$ cat src/rtl/pp_nib_pkg.sv
package pp_nib_pkg;
  localparam int BYTE_W = 8;
  localparam int NIB_W  = 4;

  typedef enum logic [2:0] {
    OP_DATA  = 3'b000,
    OP_WADDR = 3'b010,
    OP_RADDR = 3'b110,
    OP_END   = 3'b111
  } pp_op_e;
endpackage

$ cat src/rtl/pp_nib_sync.sv
module pp_nib_sync #(
  parameter int W = 8
) (
  input  logic         clk,
  input  logic         rst_n,
  input  logic [W-1:0] din,
  output logic [W-1:0] cur,
  output logic [W-1:0] prev,
  output logic         fresh
);
  logic [W-1:0] meta_q, stab_q, prev_q;

  always_ff @(posedge clk or negedge rst_n) begin
    if (!rst_n) begin
      meta_q <= '0;
      stab_q <= '0;
      prev_q <= '0;
    end else begin
      meta_q <= din;
      stab_q <= meta_q;
      prev_q <= stab_q;
    end
  end

  assign cur   = stab_q;
  assign prev  = prev_q;
  assign fresh = (stab_q != prev_q);

  // a held value produces no further event
  assert_held_quiet_R6: assert property (@(posedge clk) disable iff (!rst_n)
    fresh |=> ($stable(cur) |-> !fresh));
endmodule

$ cat src/rtl/pp_nib_decode.sv
module pp_nib_decode
  import pp_nib_pkg::*;
#(
  parameter int AW = 4
) (
  input  logic              clk,
  input  logic              rst_n,
  input  logic [BYTE_W-1:0] cur,
  input  logic [BYTE_W-1:0] prev,
  input  logic              fresh,
  output logic              wr_en,
  output logic [AW-1:0]     wr_addr,
  output logic              wr_hi,
  output logic [NIB_W-1:0]  wr_data,
  output logic              rd_act,
  output logic [AW-1:0]     rd_addr,
  output logic              rd_hi
);
  pp_op_e op_cur, op_prev;
  logic   addr_ok_q;
  logic [AW-1:0] wa_q;
  logic hi_rise, opcode_drop;

  always_comb begin
    op_cur      = pp_op_e'(cur[7:5]);
    op_prev     = pp_op_e'(prev[7:5]);
    opcode_drop = (op_prev != OP_DATA);
    hi_rise     = cur[4] && !prev[4];
    wr_en       = fresh && addr_ok_q && (op_cur == OP_DATA) && (opcode_drop || hi_rise);
    wr_addr     = wa_q;
    wr_hi       = cur[4];
    wr_data     = cur[NIB_W-1:0];
  end

  always_ff @(posedge clk or negedge rst_n) begin
    if (!rst_n) begin
      addr_ok_q <= 1'b0;
      wa_q      <= '0;
      rd_act    <= 1'b0;
      rd_addr   <= '0;
      rd_hi     <= 1'b0;
    end else if (fresh) begin
      case (op_cur)
        OP_END: begin
          addr_ok_q <= 1'b0;
          rd_act    <= 1'b0;
        end
        OP_WADDR: begin
          if (!addr_ok_q) begin
            addr_ok_q <= 1'b1;
            wa_q      <= cur[AW-1:0];
          end
        end
        OP_RADDR: begin
          rd_act  <= 1'b1;
          rd_addr <= cur[AW-1:0];
          rd_hi   <= cur[4];
        end
        default: ;
      endcase
    end
  end

  assert_end_clears_R1: assert property (@(posedge clk) disable iff (!rst_n)
    (fresh && cur[7:5] == 3'b111) |=> (!rd_act && !wr_en));

  assert_addr_kept_R2: assert property (@(posedge clk) disable iff (!rst_n)
    (addr_ok_q && !(fresh && cur[7:5] == 3'b111)) |=> $stable(wa_q));
endmodule

$ cat src/rtl/pp_nib_regbank.sv
module pp_nib_regbank
  import pp_nib_pkg::*;
#(
  parameter int N  = 16,
  parameter int W  = 8,
  parameter int AW = 4
) (
  input  logic             clk,
  input  logic             rst_n,
  input  logic             wr_en,
  input  logic [AW-1:0]    wr_addr,
  input  logic             wr_hi,
  input  logic [W/2-1:0]   wr_data,
  input  logic [AW-1:0]    rd_addr,
  input  logic             rd_hi,
  output logic [W/2-1:0]   rd_nib
);
  localparam int NB = W / 2;
  logic [N-1:0][W-1:0] mem;

  for (genvar i = 0; i < N; i++) begin : g_reg
    always_ff @(posedge clk or negedge rst_n) begin
      if (!rst_n) begin
        mem[i] <= '0;
      end else if (wr_en && wr_addr == AW'(i)) begin
        if (wr_hi) mem[i][W-1:NB] <= wr_data;
        else       mem[i][NB-1:0] <= wr_data;
      end
    end
  end

  assign rd_nib = rd_hi ? mem[rd_addr][W-1:NB] : mem[rd_addr][NB-1:0];

  assert_hold_R7: assert property (@(posedge clk) disable iff (!rst_n)
    !wr_en |=> $stable(mem));

  assert_commit_R3: assert property (@(posedge clk) disable iff (!rst_n)
    wr_en |=> (($past(wr_hi) ? mem[$past(wr_addr)][W-1:NB]
                             : mem[$past(wr_addr)][NB-1:0]) == $past(wr_data)));
endmodule

$ cat src/rtl/pp_nib_slave.sv
module pp_nib_slave
  import pp_nib_pkg::*;
#(
  parameter int REG_COUNT = 16
) (
  input  logic       clk,
  input  logic       rst_n,
  input  logic [7:0] host_data,
  output logic [4:0] stat_o
);
  localparam int AW = (REG_COUNT > 1) ? $clog2(REG_COUNT) : 1;

  logic [BYTE_W-1:0] cur, prev;
  logic              fresh, wr_en, wr_hi, rd_act, rd_hi;
  logic [AW-1:0]     wr_addr, rd_addr;
  logic [NIB_W-1:0]  wr_data, rd_nib;

  pp_nib_sync #(.W(BYTE_W)) u_sync (
    .clk(clk), .rst_n(rst_n), .din(host_data),
    .cur(cur), .prev(prev), .fresh(fresh)
  );

  pp_nib_decode #(.AW(AW)) u_dec (
    .clk(clk), .rst_n(rst_n), .cur(cur), .prev(prev), .fresh(fresh),
    .wr_en(wr_en), .wr_addr(wr_addr), .wr_hi(wr_hi), .wr_data(wr_data),
    .rd_act(rd_act), .rd_addr(rd_addr), .rd_hi(rd_hi)
  );

  pp_nib_regbank #(.N(REG_COUNT), .W(BYTE_W), .AW(AW)) u_bank (
    .clk(clk), .rst_n(rst_n), .wr_en(wr_en), .wr_addr(wr_addr),
    .wr_hi(wr_hi), .wr_data(wr_data), .rd_addr(rd_addr), .rd_hi(rd_hi),
    .rd_nib(rd_nib)
  );

  always_ff @(posedge clk or negedge rst_n) begin
    if (!rst_n) stat_o <= '0;
    else        stat_o <= rd_act ? {1'b1, rd_nib} : 5'd0;
  end

  assert_end_quiet_R1: assert property (@(posedge clk) disable iff (!rst_n)
    (fresh && cur[7:5] == 3'b111) |=> ##1 (stat_o == 5'd0));

  assert_read_flag_R5: assert property (@(posedge clk) disable iff (!rst_n)
    (fresh && cur[7:5] == 3'b110) |=> ##1 stat_o[4]);
endmodule

$ cat config.mk
export PLATFORM = sky130hd
export DESIGN_NAME = pp_nib_slave
export DESIGN_NICKNAME = d
export VERILOG_FILES = /design/src/rtl/pp_nib_pkg.sv /design/src/rtl/pp_nib_sync.sv /design/src/rtl/pp_nib_decode.sv /design/src/rtl/pp_nib_regbank.sv /design/src/rtl/pp_nib_slave.sv
export SDC_FILE = /design/constraint.sdc
export NUM_CORES = 1
export LEC_CHECK = 0
export BUFFER_PORTS_ARGS = -buffer_cell sky130_fd_sc_hd__buf_4
export CORE_UTILIZATION = 62
export CTS_BUF_LIST = sky130_fd_sc_hd__clkbuf_16
export CTS_CLUSTER_DIAMETER = 60
export DETAILED_ROUTE_END_ITERATION = 8
export PLACE_DENSITY_LB_ADDON = 0.25
export SLEW_MARGIN = 15
export SYNTH_ARGS = -nofsm -noshare
export SYNTH_HDL_FRONTEND = slang
export SYNTH_SLANG_ARGS = --single-unit
$ cat constraint.sdc
create_clock -name clk -period 2.7 [get_ports clk]
set_input_delay 0.135 -clock clk [delete_from_list [all_inputs] [get_ports clk]]
set_output_delay 0.135 -clock clk [all_outputs]
set_load 0.02 [all_outputs]
# == After elaboration in Yosys (flattened, before gate mapping) ==
# Index checks and enable logic that the tools add are counted.
# classes
n_bitwise,2
reduce_logical,63
order_cmp,1
muxes,6
eq_ne,19
# ops
operator,count
2-bit AND reduction,35
8-bit binary-select mux with 4-bit select,1
"4-bit == test, second input constant",8
1-bit logical AND,20
"4-bit by 3-bit == test with 1-bit output, second input constant",4
"4-bit by 2-bit == test with 1-bit output, second input constant",2
8-bit 2-to-1 mux,1
8-bit inequality test,1
"3-bit == test, second input constant",2
"4-bit by 5-bit < comparator with 1-bit output, second input constant",1
5-bit 2-to-1 mux,1
"4-bit by 1-bit == test with 1-bit output, second input constant",1
4-bit logical NOT,1
4-bit 2-to-1 mux,1
1-bit one-hot mux with 2 select lines,2
2-bit nonzero test,2
"3-bit by 2-bit == test with 1-bit output, second input constant",1
3-bit logical NOT,1
3-bit AND reduction,1
3-bit nonzero test,1
1-bit NOT,2
1-bit logical NOT,1
1-bit logical OR,1
# word_totals
register_bits,168
out_inout_bits,5
wordCells,132

# == Depth between registers and ports, before layout ==
# Gate-level depths: netlist of run 1.
# depth
ltp_word,6
depth_mapped,8
ltp_nobuf,6

# == Cells and area by module ==
# Synthesis of run 1 repeated with hierarchy kept, for this count alone.
# unflattened
cells_unflattened,455
hier_area_um2,7305.8
# by_module_without_submodules
module,cells_per_inst,area_each_um2,instances
pp_nib_regbank,370,5943.2,1
pp_nib_sync,35,686.9,1
pp_nib_decode,41,525.5,1
pp_nib_slave,9,150.1,1

# == Least setup slack after synthesis of run 1 ==
# OpenSTA, ideal clock, no wires.
# synth_path
path_type,flip-flop to flip-flop
startpoint,"register u_sync.stab_q[0], in the netlist u_sync.cur[0]"
endpoint,register u_bank.mem[104] (netlist name)
setup_time_ns,0.125
stages_incl_launch_ff,8
setup_slack_ns,0.721
t_required_ns,2.575
arrival_time_ns,1.854
cell_sequence,dfrtp_1 -> buf_2 -> xor2_1 -> nor4_2 -> nand4_2 -> buf_2 -> nand4_1 -> mux2_2
# synth_via
elab_chain_len,6
# synth_rtl
item,line_no,source
start: declaration,pp_nib_sync.sv:11,"logic [W-1:0] meta_q, stab_q, prev_q;"
start signal: assignment,pp_nib_sync.sv:20,stab_q <= meta_q;
8-bit inequality test,pp_nib_sync.sv:27,assign fresh = (stab_q != prev_q);
1-bit logical AND (3 in series),pp_nib_decode.sv:29,wr_en = fresh && addr_ok_q && (op_cur == OP_DATA) && (opcode_drop || hi_rise);
1-bit logical AND,pp_nib_regbank.sv:25,end else if (wr_en && wr_addr == AW'(i)) begin
2-bit AND reduction (no source line),n/a,
end signal: indexed assignment,pp_nib_regbank.sv:26,if (wr_hi) mem[i][W-1:NB] <= wr_data;
end signal: indexed assignment,pp_nib_regbank.sv:27,else mem[i][NB-1:0] <= wr_data;
end: declaration,pp_nib_regbank.sv:19,logic [N-1:0][W-1:0] mem;
# Parallel ways exist; a longest one is shown, timed or not.
# A chain may end at the register's enable or synchronous reset.

# == Worst setup path in the final report of run 1 ==
# layout_path
startpoint,"register u_sync.stab_q[4], in the netlist u_sync.cur[4]"
endpoint,register u_bank.mem[0] (netlist name)
# layout_via
elab_chain_len,6
word_cells_on_any_way,9
cone_classes,1 x eq/ne; 1 x bitwise; 7 x reduce/logical
# layout_rtl
item,line_no
8-bit inequality test,pp_nib_sync.sv:27
1-bit logical AND (3 in series),pp_nib_decode.sv:29
1-bit logical AND,pp_nib_regbank.sv:25
2-bit AND reduction (no source line) (*),n/a
# Mark *: on every way between the ends. The rest lies on a longest branch, timed or not.

==> implementation parameters, run 1 <==
Parameter                              Value

Die
  Die Y-Extent    111 um
  Width of the die    111 um
  # rows    39
  CORE AREA    11600 sq um
  IO Count    15
  Effective utilization at floorplan    64.3%
  DIE AREA    12400 sq um

Synth
  Most used flip-flop cell after synthesis    sky130_fd_sc_hd__dfrtp_1
  #FFs+latches synth    168
  Count of flip-flops with a built-in enable after synthesis    0
  Count of unique library cells instantiated by Yosys    41
  Synth Net Count    500
  Post-synthesis instance total    489
  Part of the Yosys area used for sequential elements    56.6%
  Average size of a mapped cell    15.2 sq um
  Yosys warning count    0
  Async set-or-reset flop fraction in the synthesized netlist    100%
  Combined area of all synthesized cells    7430 sq um

Final layout
  Final Cell Area    8340 sq um
  Sequential cell area    4210 sq um
  Antenna fix cells    0
  Fraction of final layout cells sized beyond drive strength 1    45.5%
  Net count of the finished layout    517
  Most frequent cells in the layout    167 x sky130_fd_sc_hd__dfrtp_1, 143 x sky130_fd_sc_hd__mux2_2, 32 x sky130_fd_sc_hd__nand4_1
  Combined area of the multi-input logic cells    3050 sq um
  Area growth from synthesis to final layout    12.2%
  Fillers    726
  Utilization after layout    72.1%
  Leading cell type in the layout, fill and taps excluded    sky130_fd_sc_hd__dfrtp_1

Critical path
  Cells traversed along the worst timing path    ha_1, nor4_1, and4bb_2, nand4_1, mux2_2
  Data required time of the critical path    3020 ps
  WS Path Type    flop to flop
  Crit Path Max Fanout    32
  Slowest-stage cell, CP    sky130_fd_sc_hd__and4bb_2
  Highest cell delay on the worst timing path    740 ps
  Arrival time of the worst setup path    2770 ps
  Setup slack of the worst register-to-register path    250 ps
  Bufs and invs on worst path    0
  Endpoint class of the critical path    flop
  Worst Setup Start Kind    flop
  Top Family by Delay on Critical Path    simple AND/OR/NAND/NOR gates

Place
  Count of input and output buffers    14
  Placer Congestion    0.793
  Placement-stage cell area    7670 sq um
  Worst slack at placement    274 ps
  Dpl hpwl    9.71 mm

Route
  Remaining antenna violation count    0
  Total detailed-routing wirelength    15.0 mm
  Vias after detailed routing    4298
  Number of design-rule violations left by the first detailed-router iteration    293
  Number of vias per cell after detailed routing    6.49
  Wire per inst    22.6 um
  Pre-antenna DRT Iters    5
  Drc violations    0

Pwr
  Power density over the cells    797 nW/um^2
  Static leakage power    3.96 nW
  Worst vdd rail ir drop    517 uV

STA
  Worst slew margin relative to its limit    45.2%
  Finish-stage setup viols    0
  Fin. max-slew vios    0
  RSZ-0062 raised after global routing    false
  Post-Route Skew    8.21 ps
  Worst hold margin    285 ps
  Period utilization    90.8%
  Highest clock frequency the design can meet    408 MHz
  Hold Vio Cnt, Final    0
  Time the final worst path needs with I/O delays and setup    2450 ps
  Setup slack of the critical path after layout    248 ps
  Setup TNS    0 ps
  Worst Max-Slew Pin Slew    820 ps

Outcome
  Run status    completed

Clock network
  Number of clock buffers inserted by TritonCTS    17
  Clock tree from TritonCTS    built
  CTS clk-pin slew, worst paths    60 ps
  Number of H-tree branching levels    4
  Clock insertion delay at the later pin of the skew report    440 ps
  Clock Tree Root    sky130_fd_sc_hd__clkbuf_16
  Max Root-Sink Buffers    2
  Number of clock sinks    168

Flow run
  Number of max-cap violations    0

Global routing
  Initial antenna violation count    0
  Wire length of the first global-routing pass    24.8 mm
  Pin count of the biggest net entering global routing    77
  Total gr overflow    0
  Via count of the first global-routing pass    4589
  Global router's overall resource usage    27.0%

Worst hold path
  Worst hold-check path type    input port to asynchronous set/reset pin
==> where the power goes <==
part | switching, mW | internal (mW) | leakage, nW | total (mW)
registers | 0.262 | 2.88 | 2.23 | 3.14
clock network | 1.02 | 1.36 | 0.280 | 2.38
logic | 0.504 | 0.612 | 1.44 | 1.12
total | 1.79 | 4.85 | 3.96 | 6.64
==> cell families (layout without fill, tap and decap cells) <==
logic type,count (synthesis),in the layout,share of synthesized area [%]
AND/OR/NAND/NOR,71,71,5.98
multiplexers,184,184,32.2
XOR/XNOR,7,7,0.825
AO/OA/AOI/OAI,19,19,1.80
flip-flops,168,168,56.6
buffers and inverters,39,69,2.42
adder cells (fa/ha/maj),1,1,0.168
==> Yosys cell counts (all sizes together) (3+ instances only) <==
master	instances	area, sq um
dfrtp	168	4200
mux2	148	1690
nand4	33	213
mux4	28	631
clkbuf	21	78.8
buf	17	97.6
mux2i	8	80.1
nor2	7	26.3
xor2	6	52.6
nor2b	5	31.3
a31oi	4	25.0
nand2	4	15.0
nand2b	3	18.8
nor3	3	15.0
nor3b	3	22.5
o21ai	3	15.0
o22ai	3	18.8
==> state kept, by name, summed over array words and instances (netlist names) <==
name             cells
u_bank.mem         128
u_dec.rd_act         1
u_sync.cur           8
stat_o               5
u_sync.prev          8
u_dec.rd_addr        4
u_dec.wr_addr        4
u_sync.meta_q        8
u_dec.rd_hi          1
u_dec.addr_ok_q      1
==> metal layers <==
metal | track usage [%] | part of all wire [%]
met3 | 7.24 | 3.7
met2 | 45.0 | 51
met4 | 9.10 | 2.0
met5 | 0 | 0
met1 | 34.7 | 43
==> through the flow <==
stage | power, mW | std cells
floorplan | 3.92 | 489
global placement | 4.22 | 621
detailed placement | 4.28 | 621
CTS | 6.67 | 662
global route | 6.91 | 662
finish | 6.64 | 662
==> path summary, 6_finish.rpt <==
path	start	end	cells after the start
max	u_sync.cur[4]	u_bank.mem[0]	5
min	rst_n	u_bank.mem[104]	2
max reg2reg	u_sync.cur[4]	u_bank.mem[0]	5
min reg2reg	u_sync.meta_q[7]	u_sync.cur[7]	0
max in group asynchronous	rst_n	u_bank.mem[125]	3
min in group clk	u_sync.meta_q[7]	u_sync.cur[7]	0
==> cell type report <==
class	instances	share of cell area, %
sequential	168	50.5
multi-input combinational	282	36.6
clock buffer	17	5.10
timing repair buffer	36	3.86
tap	143	2.15
clock inverter	15	1.83
inverter	1	0.0450
==> repair_timing <==
item / CTS / global route
hold buffers: 9 / 0
resized for setup: 0 / 0
buffers inserted: 0 / 0
endpoints found under the hold margin: 81 / 0
No activity file was read; power rests on OpenSTA's default activity.
==> run 2: changes to the inputs <==
- RECOVER_POWER: unset -> 100
- SYNTH_HIERARCHICAL: unset -> 1
==> implementation parameters, run 2 <==
Parameter                              Value

Outcome
  Run status    complete, but fails checks
  Violations in the final reports    capacitance limit, slew limit

Synth
  Async set-or-reset flop fraction in the synthesized netlist    100%
  Average size of a mapped cell    16.1 sq um
  Area fraction of the dominant cell type after synthesis    57.5%
  Part of the Yosys area used for sequential elements    57.5%
  Ranking of synthesized cells by instance count    168 x sky130_fd_sc_hd__dfrtp_1, 136 x sky130_fd_sc_hd__mux2_2, 40 x sky130_fd_sc_hd__mux4_2
  Synth Net Count    465
  Yosys warning count    6
  Cell type with the highest aggregate area in the netlist    sky130_fd_sc_hd__dfrtp_1
  #FFs+latches synth    168
  Combined area of all synthesized cells    7310 sq um
  Count of flip-flops with a built-in enable after synthesis    0
  Most repeated cell in the gate-level netlist after synthesis    sky130_fd_sc_hd__dfrtp_1
  Largest cells by area after synthesis    sky130_fd_sc_hd__dfrtp_1 58%, sky130_fd_sc_hd__mux2_2 21%, sky130_fd_sc_hd__mux4_2 12%, sky130_fd_sc_hd__mux2_4 1.0%, sky130_fd_sc_hd__xor2_1 0.96%
  Most used flip-flop cell after synthesis    sky130_fd_sc_hd__dfrtp_1
  Count of unique library cells instantiated by Yosys    27
  Post-synthesis instance total    455

STA
  Setup TNS    0 ps
  Time the final worst path needs with I/O delays and setup    2500 ps
  Highest clock frequency the design can meet    400 MHz
  Fin. max-slew vios    72
  Worst Max-Slew Pin Slew    1570 ps
  RSZ-0062 raised after global routing    false
  Period utilization    92.5%
  Worst hold margin    350 ps
  Finish-stage setup viols    0
  Hold Vio Cnt, Final    0
  Post-Route Skew    10.4 ps
  Worst slew margin relative to its limit    -4.62%

Place
  Dpl hpwl    9.15 mm
  Count of input and output buffers    14
  Placed Cells    605
  Placer Congestion    0.804
  Placement-stage cell area    7650 sq um

Critical path
  Startpoint of the worst setup timing path    u_sync/cur[5]
  Data required time of the critical path    3000 ps
  WS Path Type    flop to flop
  R2R Path Start    u_sync/cur[5]
  Worst Setup Start Kind    flop
  Endpoint class of the critical path    flop
  Arrival time of the worst setup path    2790 ps
  Crit Path Max Fanout    8

Clock network
  Clock insertion delay at the later pin of the skew report    420 ps
  Number of clock buffers inserted by TritonCTS    17
  Number of H-tree branching levels    4
  Max Root-Sink Buffers    2
  CTS clk-pin slew, worst paths    70 ps
  Number of clock sinks    168
  Clock Tree Root    sky130_fd_sc_hd__clkbuf_16
  Clock tree from TritonCTS    built

Global routing
  Wire length of the first global-routing pass    23.5 mm
  Via count of the first global-routing pass    4262
  Initial antenna violation count    0
  Pin count of the biggest net entering global routing    85
  Total gr overflow    0
  Global router's overall resource usage    25.5%

Route
  Vias after detailed routing    3934
  Wire per inst    21.8 um
  Number of vias per cell after detailed routing    6.09
  Drc violations    0
  Number of design-rule violations left by the first detailed-router iteration    316
  Total detailed-routing wirelength    14.1 mm
  Pre-antenna DRT Iters    4
  Remaining antenna violation count    0

Die
  CORE AREA    11500 sq um
  DIE AREA    12200 sq um
  Die Y-Extent    111 um
  Width of the die    111 um
  IO Count    15
  # rows    39
  Effective utilization at floorplan    63.7%

Pwr
  Worst vdd rail ir drop    741 uV
  Static leakage power    3.82 nW
  Power density over the cells    783 nW/um^2

Final layout
  Area growth from synthesis to final layout    12.4%
  Register bank with the most flops    u_bank/mem
  Fraction of final layout cells sized beyond drive strength 1    46.5%
  Final Cell Area    8210 sq um
  Net count of the finished layout    500
  Leading cell type in the layout, fill and taps excluded    sky130_fd_sc_hd__dfrtp_1
  Most frequent cells in the layout    167 x sky130_fd_sc_hd__dfrtp_1, 136 x sky130_fd_sc_hd__mux2_2, 40 x sky130_fd_sc_hd__mux4_2
  Max reg flops    128
  Antenna fix cells    0
  Utilization after layout    71.6%
  Filler-free cell count of the finished design    646

Flow run
  Number of max-cap violations    2

Worst hold path
  Worst hold-check path type    flop to flop
  Hold Crit Start    u_sync/meta_q[4]
==> run 2: cell count changes in the layout (fill, tap and decap cells not counted), moves of 8 or more <==
cell	delta
sky130_fd_sc_hd__nand2_1	+15
sky130_fd_sc_hd__buf_4	-16
sky130_fd_sc_hd__nor2_1	+9
sky130_fd_sc_hd__nand4_1	-31
sky130_fd_sc_hd__mux4_2	+12
sky130_fd_sc_hd__mux2i_1	-8
sky130_fd_sc_hd__clkbuf_1	+14
==> run 2: power breakdown <==
part           internal [mW]  switching (mW)  leakage [nW]  total [mW]
logic                  0.563           0.423          1.31       0.986
clock network           1.36           0.977         0.265        2.34
registers               2.86           0.249          2.24        3.11
total                   4.78            1.65          3.82        6.43
==> run 2: worst paths after layout <==
kind,end,slack (ps),depth (start not counted)
worst max register to register,u_bank/mem[96],200,10
worst max-delay path,u_bank/mem[96],200,10
min in group asynchronous,u_sync/cur[4],360,2
max in group asynchronous,u_bank/mem[108],620,3
worst min register to register,u_sync/cur[4],350,0
worst min-delay path,u_sync/cur[4],350,0
==> run 2: per-layer routing <==
| layer | wire (um) | track usage [%] |
|---|---|---|
| met5 | 0 | 0 |
| met4 | 342 | 10.2 |
| met1 | 6160 | 35.3 |
| met2 | 6950 | 40.0 |
| met3 | 598 | 5.43 |
==> run 2: cell families after synthesis <==
family                 share of synthesized area, %
XOR/XNOR                                      0.959
flip-flops                                     57.5
buffers and inverters                          2.12
AND/OR/NAND/NOR                                4.86
multiplexers                                   34.3
AO/OA/AOI/OAI                                 0.188
==> run 2: cell type report <==
type | instances | area [sq um]
Sequential cell | 168 | 4210
Fill cell | 703 | 3250
Multi-Input combinational cell | 257 | 2930
Clock buffer | 17 | 425
Timing Repair Buffer | 45 | 318
Tap cell | 143 | 179
Clock inverter | 15 | 153
Inverter | 1 | 3.75
==> run 2: repair_timing <==
item                       in CTS  in global routing
setup endpoints to repair       0                 16
hold buffers                    9                  0
hold endpoints to repair       90                  0
gates resized for setup         0                  4
setup buffers                   0                  0
==> run 2: critical path: stages (launching register included) <==
cell and delay, ps:
sky130_fd_sc_hd__dfrtp_1 420, sky130_fd_sc_hd__xor2_1 170, sky130_fd_sc_hd__nor4_1 90, sky130_fd_sc_hd__nand2_1 120, sky130_fd_sc_hd__nand3_1 100, sky130_fd_sc_hd__nor3_1 220
sky130_fd_sc_hd__buf_4 190, sky130_fd_sc_hd__nand4b_1 230, sky130_fd_sc_hd__nor3_1 250, sky130_fd_sc_hd__clkbuf_1 240, sky130_fd_sc_hd__mux2_2 360
==> run 2: through the flow <==
step	power [mW]	worst slack [ps]
final	6.43	201
after global routing	6.69	6.71
after CTS	6.51	197
after detailed placement	4.15	244
after global placement	4.10	303
after floorplan	3.83	182
